==> src/rtl/tld_pkg.sv <==
package tld_pkg;

  typedef enum logic [1:0] {
    CODE_AMI     = 2'b00,
    CODE_HDB3    = 2'b01,
    CODE_B8ZS    = 2'b10,
    CODE_AMI_ALT = 2'b11
  } line_code_e;

  // one bit period as it travels through the window
  typedef struct packed {
    logic vld;   // stage holds a real symbol
    logic mark;  // pulse on at least one rail
    logic viol;  // single-rail mark repeating the previous polarity
    logic dbl;   // pulse on both rails
    logic xv;    // violation repeating the previous violation polarity
    logic zx;    // space that completes an over-long zero run
    logic sub;   // part of a recognised substitution group
  } sym_t;

  localparam int unsigned HDB3_LEN = 4;
  localparam int unsigned B8ZS_LEN = 8;

endpackage

==> src/rtl/tld_sym_class.sv <==
module tld_sym_class
  import tld_pkg::*;
(
  input  logic       clk,
  input  logic       rst,
  input  logic       rx_p,
  input  logic       rx_n,
  input  line_code_e code,
  output sym_t       sym_o
);

  localparam int ZW = $clog2(B8ZS_LEN + 1);

  logic          last_pol, have_mark;
  logic          last_vpol, have_v;
  logic [ZW-1:0] zrun, zrun_nx, lim;
  logic          mark, dbl, single, pol, viol, xv, zx;

  always_comb begin
    mark    = rx_p | rx_n;
    dbl     = rx_p & rx_n;
    single  = rx_p ^ rx_n;
    pol     = rx_p;
    viol    = single & have_mark & (pol == last_pol);
    xv      = viol & (code == CODE_HDB3) & have_v & (pol == last_vpol);
    case (code)
      CODE_HDB3: lim = ZW'(HDB3_LEN);
      CODE_B8ZS: lim = ZW'(B8ZS_LEN);
      default:   lim = '0;
    endcase
    zrun_nx = (zrun == '1) ? zrun : zrun + 1'b1;
    zx      = ~mark & (lim != '0) & (zrun_nx == lim);

    sym_o      = '0;
    sym_o.vld  = 1'b1;
    sym_o.mark = mark;
    sym_o.viol = viol;
    sym_o.dbl  = dbl;
    sym_o.xv   = xv;
    sym_o.zx   = zx;
  end

  always_ff @(posedge clk) begin
    if (rst) begin
      last_pol  <= 1'b0;
      have_mark <= 1'b0;
      last_vpol <= 1'b0;
      have_v    <= 1'b0;
      zrun      <= '0;
    end else begin
      if (single) begin
        last_pol  <= pol;
        have_mark <= 1'b1;
      end
      if (viol) begin
        last_vpol <= pol;
        have_v    <= 1'b1;
      end
      if (mark || zx) zrun <= '0;
      else            zrun <= zrun_nx;
    end
  end

  // a both-rail pulse leaves the polarity reference untouched
  a_r7_dbl_keeps_ref: assert property (@(posedge clk) disable iff (rst)
    (rx_p && rx_n) |=> (last_pol == $past(last_pol) && have_mark == $past(have_mark)));

endmodule

==> src/rtl/tld_subst_pipe.sv <==
module tld_subst_pipe
  import tld_pkg::*;
(
  input  logic       clk,
  input  logic       rst,
  input  line_code_e code,
  input  sym_t       in_sym,
  output sym_t       exit_sym
);

  localparam int DEPTH = B8ZS_LEN;

  sym_t st [DEPTH];
  sym_t nw [DEPTH];
  logic hdb_hit, b8_hit;

  function automatic logic is_space(sym_t s);
    return s.vld & ~s.mark;
  endfunction

  function automatic logic is_bmark(sym_t s);
    return s.vld & s.mark & ~s.viol & ~s.dbl;
  endfunction

  function automatic logic is_vmark(sym_t s);
    return s.vld & s.viol;
  endfunction

  // window as it will stand after this edge; index 0 is the newest symbol
  always_comb begin
    nw[0] = in_sym;
    for (int i = 1; i < DEPTH; i++) nw[i] = st[i-1];
  end

  always_comb begin
    hdb_hit = (code == CODE_HDB3) & is_vmark(nw[0]) & is_space(nw[1]) & is_space(nw[2]) &
              (is_space(nw[3]) | is_bmark(nw[3]));
    b8_hit  = (code == CODE_B8ZS) & is_bmark(nw[0]) & is_vmark(nw[1]) & is_space(nw[2]) &
              is_bmark(nw[3]) & is_vmark(nw[4]) & is_space(nw[5]) & is_space(nw[6]) &
              is_space(nw[7]);
  end

  for (genvar g = 0; g < DEPTH; g++) begin : g_stage
    localparam logic IN_HDB = (g < HDB3_LEN);
    sym_t nxt;
    always_comb begin
      nxt     = nw[g];
      nxt.sub = nw[g].sub | (hdb_hit & IN_HDB) | b8_hit;
    end
    always_ff @(posedge clk) begin
      if (rst) st[g] <= '0;
      else     st[g] <= nxt;
    end
  end

  always_comb exit_sym = (code == CODE_B8ZS) ? st[B8ZS_LEN-1] : st[HDB3_LEN-1];

endmodule

==> src/rtl/tld_cv_counter.sv <==
module tld_cv_counter #(
  parameter int W = 16
) (
  input  logic         clk,
  input  logic         rst,
  input  logic         clr,
  input  logic         inc,
  output logic [W-1:0] count
);

  localparam logic [W-1:0] TOP = '1;

  always_ff @(posedge clk) begin
    if (rst || clr)             count <= '0;
    else if (inc && count != TOP) count <= count + 1'b1;
  end

  // the clear wins over a same-cycle increment
  a_r12_clear_wins: assert property (@(posedge clk) disable iff (rst)
    clr |=> (count == '0));

  // the count holds at its ceiling
  a_r11_hold_top: assert property (@(posedge clk) disable iff (rst)
    (!clr && count == TOP) |=> (count == TOP));

  // without a clear the count moves by at most one per bit period
  a_r10_step_one: assert property (@(posedge clk) disable iff (rst)
    !clr |=> (count == $past(count) || count == W'($past(count) + 1'b1)));

endmodule

==> src/rtl/ternary_line_decoder.sv <==
module ternary_line_decoder
  import tld_pkg::*;
#(
  parameter int CNT_W = 16
) (
  input  logic             clk,
  input  logic             rst,
  input  logic             rx_p,
  input  logic             rx_n,
  input  logic [1:0]       code_sel,
  input  logic             ext_chk,
  input  logic             cnt_clr,
  output logic             dec_bit,
  output logic             dec_vld,
  output logic [CNT_W-1:0] cv_count
);

  line_code_e code;
  sym_t       in_sym, ex;
  logic       err;

  assign code = line_code_e'(code_sel);

  tld_sym_class u_class (
    .clk   (clk),
    .rst   (rst),
    .rx_p  (rx_p),
    .rx_n  (rx_n),
    .code  (code),
    .sym_o (in_sym)
  );

  tld_subst_pipe u_pipe (
    .clk      (clk),
    .rst      (rst),
    .code     (code),
    .in_sym   (in_sym),
    .exit_sym (ex)
  );

  // all error sources of one bit period merge into a single increment
  always_comb
    err = ex.vld & ((ex.viol & ~ex.sub) | ex.dbl | (ext_chk & (ex.xv | ex.zx)));

  tld_cv_counter #(.W(CNT_W)) u_cnt (
    .clk   (clk),
    .rst   (rst),
    .clr   (cnt_clr),
    .inc   (err),
    .count (cv_count)
  );

  always_ff @(posedge clk) begin
    if (rst) begin
      dec_bit <= 1'b0;
      dec_vld <= 1'b0;
    end else begin
      dec_bit <= ex.vld & ex.mark & ~ex.sub;
      dec_vld <= ex.vld;
    end
  end

  // once valid, the strobe stays up until reset
  a_r1_vld_sticky: assert property (@(posedge clk) disable iff (rst)
    dec_vld |=> dec_vld);

  // both-rail pulse comes out as a one, four bit periods later (AMI/HDB3)
  a_r7_dbl_is_one: assert property (@(posedge clk) disable iff (rst)
    (rx_p && rx_n && code_sel != 2'b10) |-> ##5 (dec_vld && dec_bit));

endmodule

==> config.mk <==
export PLATFORM = sky130hd
export DESIGN_NAME = ternary_line_decoder
export DESIGN_NICKNAME = d
export VERILOG_FILES = /design/src/rtl/tld_pkg.sv /design/src/rtl/tld_sym_class.sv /design/src/rtl/tld_subst_pipe.sv /design/src/rtl/tld_cv_counter.sv /design/src/rtl/ternary_line_decoder.sv
export SDC_FILE = /design/constraint.sdc
export NUM_CORES = 1
export LEC_CHECK = 0
export ABC_AREA = 1
export BUFFER_PORTS_ARGS = -buffer_cell sky130_fd_sc_hd__buf_2
export CORE_MARGIN = 1
export CORE_UTILIZATION = 64
export CTS_CLUSTER_SIZE = 12
export DETAILED_ROUTE_END_ITERATION = 8
export GPL_TIMING_DRIVEN = 1
export PLACE_DENSITY = 0.9
export SYNTH_ARGS = -nofsm -noshare
export SYNTH_HDL_FRONTEND = slang
export SYNTH_SLANG_ARGS = --single-unit
==> constraint.sdc <==
create_clock -name clk -period 3.8 [get_ports clk]
set_input_delay 0.19 -clock clk [delete_from_list [all_inputs] [get_ports clk]]
set_output_delay 0.19 -clock clk [all_outputs]
set_load 0.005 [all_outputs]
==> summary.txt, run 1 <==
OUTCOME
----------------------------------------------------------------------------
Outcome                                                            completed

PLACED DESIGN
----------------------------------------------------------------------------
Final weighted congestion in routability-driven placement              0.893
Area of placed instances                                          3590 sq um
Half-perimeter wire length after detailed placement             4700 microns
Count of placed standard cells including taps                            523
Count of buffers from port buffering                                      25

FLOORPLAN
----------------------------------------------------------------------------
Top-level port count                                                      26
Core footprint                                                    5140 sq um
Die footprint                                                     5680 sq um
Die boundary height                                             75.4 microns
Starting Density                                                       0.670
Floorplan row count                                                       26
Die X-Extent                                                    75.4 microns

CTS
----------------------------------------------------------------------------
Number of clock sinks                                                     82
Clock Root Buffer                                                   clkbuf_8
H-Tree Depth                                                               3
TritonCTS clock tree                                                     yes
Maximum buffer depth of the clock tree                                     2
Count of cells resized by post-cts repair                                  0
Reg clk slew, reported paths                                         0.08 ns
# hold bufs at CTS                                                         0
Clk_lat worst skew                                                   0.35 ns
CTS buffer count                                                           9
Post-CTS setup-driven buffer insertion count                               0

YOSYS
----------------------------------------------------------------------------
Mapped Cells                                                             438
Share of the synthesized area in the top cell type                     0.476
Avg Inst Size Synth                                               7.87 sq um
Proportion of synthesized chip area in sequential cells                0.476
Biggest area contributors in the synthesized netlist            dfxtp_1, nor2_1, inv_1, nand2_1, nand3_2
Synth area leader                                                    dfxtp_1
Syn Nets                                                                 453
Distinct cell type count of the synthesized netlist                       31
Mapped Area                                                       3450 sq um
Count of state elements after synthesis                                   82
Number of synthesis warnings                                               0

STA
----------------------------------------------------------------------------
Highest achievable clock rate                                        433 MHz
Hold Violations, Final                                                     0
Transition at the pin with the smallest max-transition slack        0.796 ns
Minimum clock period                                                 2.31 ns
Total setup violations reported at the end of the flow                     0
Max Transition Viols Final                                                 0
Total Neg Setup Slack                                                   0 ns
Worst Clk Skew                                                    0.00840 ns
Setup repair after global routing missed its margin                       no
Share of the clock period used by the worst path after layout          0.607
Slew margin rel.                                                       0.468

WORST SETUP PATH
----------------------------------------------------------------------------
Crit path max fanout                                                      12
Peak per-stage delay on the critical path                            0.65 ns
Largest delay contributor family on the critical path           simple AND/OR/NAND/NOR gates
Type of element capturing the critical path                             flop
Path type of the worst setup path                               flop to flop
Worst path slowest cell                                              nand4_1
Crit-path cells                                                 ha_1 > nand3_2 > nor2_4 > nand4_1 > nand3_1 > a21oi_1
Data required time at the worst endpoint                             4.00 ns
Crit path buf inv count                                                    0
Data arrival time of the worst path                                  2.51 ns
Startpoint type of the worst setup path                                 flop

GRT
----------------------------------------------------------------------------
Maximum number of pins on one net before global-route repair              58
Initial antenna violation count                                            0
Most used routing layer                                                 met2
Met3 Usage GRT                                                        0.0463
GR Util met2                                                           0.454
Total track usage                                                      0.262
First-pass GRT wire length                                      10900 microns
Global Route met1 Usage                                                0.307
Via count of the first global-routing pass                              2513
Grt ovf                                                                    0

FINAL LAYOUT
----------------------------------------------------------------------------
Non-filler instance count after layout                                   538
Register with the most flip-flops                                  u_pipe.st
Max FFs per register                                                      56
Syn-to-layout area delta                                               10.3%
Biggest regs                                                    u_pipe.st (56), u_cnt.count (16), u_class.zrun (4)
Fin nets                                                                 479
Number of antenna repair diodes                                            0
Final std cell area, no fill                                      3800 sq um
Fillers                                                                  381
Ratio of cells with drive above 1 in the final layout                  0.165

DRT
----------------------------------------------------------------------------
Initial DRC count                                                        207
Number of nets with antenna violations after detailed routing              0
First-pass iteration count of the detailed router                          4
Drt total wl                                                    6890 microns
Remaining DRCs                                                             0
Average via count per standard cell                                     5.16
Total number of vias                                                    2777
Average routed wire per standard cell                           12.8 microns

POWER
----------------------------------------------------------------------------
Leakage dissipation                                                  1.58 nW
Pwr per Cell Area                                                424 nW/um^2
Maximum vdd ir drop                                               0.000266 V

MIN PATH
----------------------------------------------------------------------------
Kind of path behind the tightest hold check                     input pin to flop

JOB
----------------------------------------------------------------------------
Maxcap violations                                                          0

[layer usage]
layer	up-vias	share of wire	wire length, microns
met4	0	0.030	207
met1	1272	0.42	2920
met5	-	0	0
li1	1395	-	-
met3	21	0.052	358
met2	89	0.49	3400
[cells by family after synthesis]
kind of cell,after synthesis,synth area share
AOI/OAI and AO/OA,30,0.0585
xor gates and xnor gates,10,0.0254
adders and majority gates,7,0.0254
buffers and inverters,91,0.112
DFF,82,0.476
and+or+nand+nor,218,0.302
[area by class of cell]
type | instances | area [sq um] | share of cell area
clock buffer | 9 | 124 | 0.0326
tap | 70 | 87.6 | 0.0230
sequential | 82 | 1640 | 0.432
clock inverter | 6 | 91.3 | 0.0240
timing repair buffer | 26 | 133 | 0.0349
multi-input combinational | 265 | 1420 | 0.373
inverter | 80 | 305 | 0.0803
[synthesized netlist by cell type (all sizes together)]
library cell  count
buf               5
nor2             85
nand4            14
clkinv            1
nor4              1
nand2            78
ha                7
a21oi            20
xnor2             4
nor3              6
xor2              6
nand3            33
nand3b            1
a211oi            1
o21ai             9
inv              79
dfxtp            82
clkbuf            6
[final timing paths]
path	start	to	slack (ns)	depth (start not counted)
hold reg to reg	u_pipe.st[1][2]	u_pipe.st[2][2]	0.40	2
setup reg to reg	u_cnt.count[0]	u_cnt.count[2]	1.49	6
setup / recovery	u_cnt.count[0]	u_cnt.count[2]	1.49	6
hold / removal	cnt_clr	u_cnt.count[12]	0.17	4
[where the power goes]
part	internal [mW]	leakage (nW)	switching [mW]
registers	0.869	0.663	0.00590
clock network	0.370	0.110	0.307
logic	0.0180	0.805	0.0429
total	1.26	1.58	0.356
[stage by stage]
stage | power [mW] | hold slack [ns] | util | setup slack, ns
after floorplan | 0.940 | 0.326 | - | 2.25
after global placement | 0.952 | 0.389 | 0.698 | 1.72
after detailed placement | 0.956 | 0.392 | 0.698 | 1.55
after CTS | 1.62 | 0.145 | 0.740 | 1.54
after global routing | 1.66 | 0.169 | 0.740 | 1.38
final | 1.61 | 0.165 | 0.740 | 1.49
[placed cells by master, fill, tap and decap left out, types with 10 or more instances in the layout]
master | Yosys | layout
dfxtp_1 | 82 | 82
nand4_1 | 13 | 13
inv_1 | 77 | 77
nand2_1 | 73 | 73
a21oi_2 | 10 | 10
nor2_1 | 82 | 82
buf_2 | 0 | 25
a21oi_1 | 10 | 10
nand3_2 | 14 | 14
nand3_1 | 19 | 19
[worst reg2reg max path, delay by kind of cell (launching register included)]
family,cells,cell delay (ns)
AOI/OAI and AO/OA,1,0.10
DFF,1,0.44
adders and majority gates,1,0.31
and+or+nand+nor,4,1.33
No activity file was read; power rests on OpenSTA's default activity.
==> run 2: changes to the inputs <==
--- a/config.mk
+++ b/config.mk
@@ -8,11 +8,11 @@
 export ABC_AREA = 1
 export BUFFER_PORTS_ARGS = -buffer_cell sky130_fd_sc_hd__buf_2
 export CORE_MARGIN = 1
-export CORE_UTILIZATION = 64
+export CORE_UTILIZATION = 53
 export CTS_CLUSTER_SIZE = 12
 export DETAILED_ROUTE_END_ITERATION = 8
 export GPL_TIMING_DRIVEN = 1
-export PLACE_DENSITY = 0.9
+export PLACE_DENSITY = 0.8
 export SYNTH_ARGS = -nofsm -noshare
 export SYNTH_HDL_FRONTEND = slang
 export SYNTH_SLANG_ARGS = --single-unit
==> constraint.sdc (replaced) <==
create_clock -name clk -period 2.07 [get_ports clk]
set_input_delay 0.1035 -clock clk [delete_from_list [all_inputs] [get_ports clk]]
set_output_delay 0.1035 -clock clk [all_outputs]
set_load 0.005 [all_outputs]
==> run 2 against run 1 <==
  * Routed wire length is 7.0% lower
  * Maximum frequency up 39%
  * Flip-flop and latch count did not move
==> summary.txt, run 2 (synthesized netlist as in run 1, its figures left out) <==
DRT
----------------------------------------------------------------------------
Remaining DRCs                                                             0   unchanged
Total number of vias                                                    2664   -4.1%
Average routed wire per standard cell                           11.6 microns   -9.2%
Average via count per standard cell                                     4.83   -6.3%
Initial DRC count                                                         99   -52%
First-pass iteration count of the detailed router                          6   +2
Number of nets with antenna violations after detailed routing              0   unchanged
Drt total wl                                                    6400 microns   -7.0%

FINAL LAYOUT
----------------------------------------------------------------------------
Biggest regs                                                    u_pipe.st (56), u_cnt.count (16), u_class.zrun (4)
Final std cell area, no fill                                      3870 sq um   +1.8%
Number of antenna repair diodes                                            0   unchanged
Ratio of cells with drive above 1 in the final layout                  0.173   +0.00847
Fillers                                                                  575   +51%
Most used cells in the layout excluding fill and tap cells      nor2_1, dfxtp_1, inv_1
Register with the most flip-flops                                  u_pipe.st
Syn-to-layout area delta                                               12.3%
Max FFs per register                                                      56   unchanged
Fin nets                                                                 484   +1.0%

WORST SETUP PATH
----------------------------------------------------------------------------
Crit path max fanout                                                       6   -6
Data required time at the worst endpoint                             2.28 ns   -1.72 ns
Crit-path cells                                                 ha_1 > nand3_2 > nor2_4 > nand4_1 > buf_4 > nand3_1 > a21oi_1
Path type of the worst setup path                               flop to flop
Crit path buf inv count                                                    1   +1
Largest delay contributor family on the critical path           simple AND/OR/NAND/NOR gates
Startpoint type of the worst setup path                                 flop
Peak per-stage delay on the critical path                            0.41 ns   -0.24 ns
Type of element capturing the critical path                             flop
Worst path slowest cell                                              dfxtp_1
CP startpoint                                                   u_cnt.count[1]
Beginning of the worst register-to-register path                u_cnt.count[1]
Data arrival time of the worst path                                  1.87 ns   -0.64 ns

PLACED DESIGN
----------------------------------------------------------------------------
Final weighted congestion in routability-driven placement              0.861   -3.5%
Half-perimeter wire length after detailed placement             4600 microns   -2.2%
Count of buffers from port buffering                                      25   unchanged
Area of placed instances                                          3620 sq um   +1.1%

STA
----------------------------------------------------------------------------
Setup repair after global routing missed its margin                       no
Total Neg Setup Slack                                                   0 ns   unchanged
Hold Violations, Final                                                     0   unchanged
Worst Clk Skew                                                     0.0105 ns   +0.00212 ns
Highest achievable clock rate                                        603 MHz   +39%
Transition at the pin with the smallest max-transition slack        0.605 ns   -0.191 ns
Minimum clock period                                                 1.66 ns   -0.649 ns
Share of the clock period used by the worst path after layout          0.801   +0.194
Max Transition Viols Final                                                 0   unchanged
Slew margin rel.                                                       0.596   +0.128
Total setup violations reported at the end of the flow                     0   unchanged

GRT
----------------------------------------------------------------------------
Maximum number of pins on one net before global-route repair              30   -48%
Via count of the first global-routing pass                              2415   -3.9%
Most used routing layer                                                 met2
Met3 Usage GRT                                                        0.0659   +0.0196
GR Util met2                                                           0.369   -0.0849
Grt ovf                                                                    0   unchanged
Global Route met1 Usage                                                0.216   -0.0910
First-pass GRT wire length                                      10200 microns   -5.6%
Initial antenna violation count                                            0   unchanged
Total track usage                                                      0.204   -0.0580

FLOORPLAN
----------------------------------------------------------------------------
Floorplan row count                                                       29   +12%
Top-level port count                                                      26   unchanged
Die footprint                                                     6830 sq um   +20%
Die boundary height                                             82.6 microns   +9.6%
Core footprint                                                    6310 sq um   +23%
Starting Density                                                       0.546   -0.125
Die X-Extent                                                    82.6 microns   +9.6%

MIN PATH
----------------------------------------------------------------------------
Kind of path behind the tightest hold check                     input pin to flop
Origin of the worst min-delay path                                   cnt_clr

CTS
----------------------------------------------------------------------------
Number of clock sinks                                                     82   unchanged
Post-CTS setup-driven buffer insertion count                               0   unchanged
H-Tree Depth                                                               3   unchanged
Maximum buffer depth of the clock tree                                     2   unchanged
CTS buffer count                                                           9   unchanged
TritonCTS clock tree                                                     yes
Clk_lat worst skew                                                   0.35 ns   about the same
Reg clk slew, reported paths                                         0.09 ns   about the same
Clock Root Buffer                                                   clkbuf_8

OUTCOME
----------------------------------------------------------------------------
Outcome                                                            completed

POWER
----------------------------------------------------------------------------
Maximum vdd ir drop                                               0.000427 V   +61%
Leakage dissipation                                                  1.61 nW   +1.8%
Pwr per Cell Area                                                784 nW/um^2   +85%

JOB
----------------------------------------------------------------------------
Maxcap violations                                                          0   unchanged

run 2: worst reg2reg max path, delay by kind of cell (launching register included):
kind,cells,cell delay (ns)
buffers and inverters,1,0.20
AO/OA/AOI/OAI,1,0.07
adder cells (fa/ha/maj),1,0.27
AND/OR/NAND/NOR,4,0.57
flip-flops,1,0.41
run 2: stage by stage:
step | hold WS [ns] | power [mW] | util | std cells | setup WS (ns)
5_1_grt | 0.0681 | 3.16 | 0.613 | 551 | 0.258
3_3_place_gp | 0.352 | 1.75 | 0.574 | 534 | 0.427
2_1_floorplan | 0.239 | 1.73 | - | 438 | 0.520
3_5_place_dp | 0.355 | 1.75 | 0.574 | 534 | 0.306
4_1_cts | 0.0357 | 3.07 | 0.613 | 551 | 0.431
6_report | 0.0667 | 3.03 | 0.613 | 551 | 0.412
run 2: metal layers:
metal | routed length [microns] | up-vias
met5 | 0 | -
met4 | 111 | 0
met3 | 254 | 12
met2 | 3190 | 41
met1 | 2850 | 1209
li1 | - | 1402
run 2: path summary, 6_finish.rpt:
path / to / slack, ns / depth (start not counted)
worst max-delay path: u_cnt.count[14] / 0.41 / 7
worst min-delay path: u_cnt.count[0] / 0.07 / 4
worst max register to register: u_cnt.count[14] / 0.41 / 7
worst min register to register: u_pipe.st[2][1] / 0.40 / 2
run 2: final cells by class:
type,instances,area [sq um],share of cell area
well taps,77,96.3,0.0249
repair buffers,31,173,0.0446
clock inverters,6,96.3,0.0249
flip-flops and latches,82,1640,0.424
inverters,80,305,0.0789
multi-input cells,265,1420,0.367
clock buffers,10,138,0.0356
run 2: power breakdown:
| part | internal (mW) | switching (mW) |
|---|---|---|
| logic | 0.0357 | 0.0764 |
| clock network | 0.729 | 0.588 |
| registers | 1.60 | 0.00964 |
| total | 2.36 | 0.674 |
run 2: what timing repair did:
item,CTS,global route
endpoints found under the hold margin,2,0
hold buffers,1,0
resized for setup,0,0
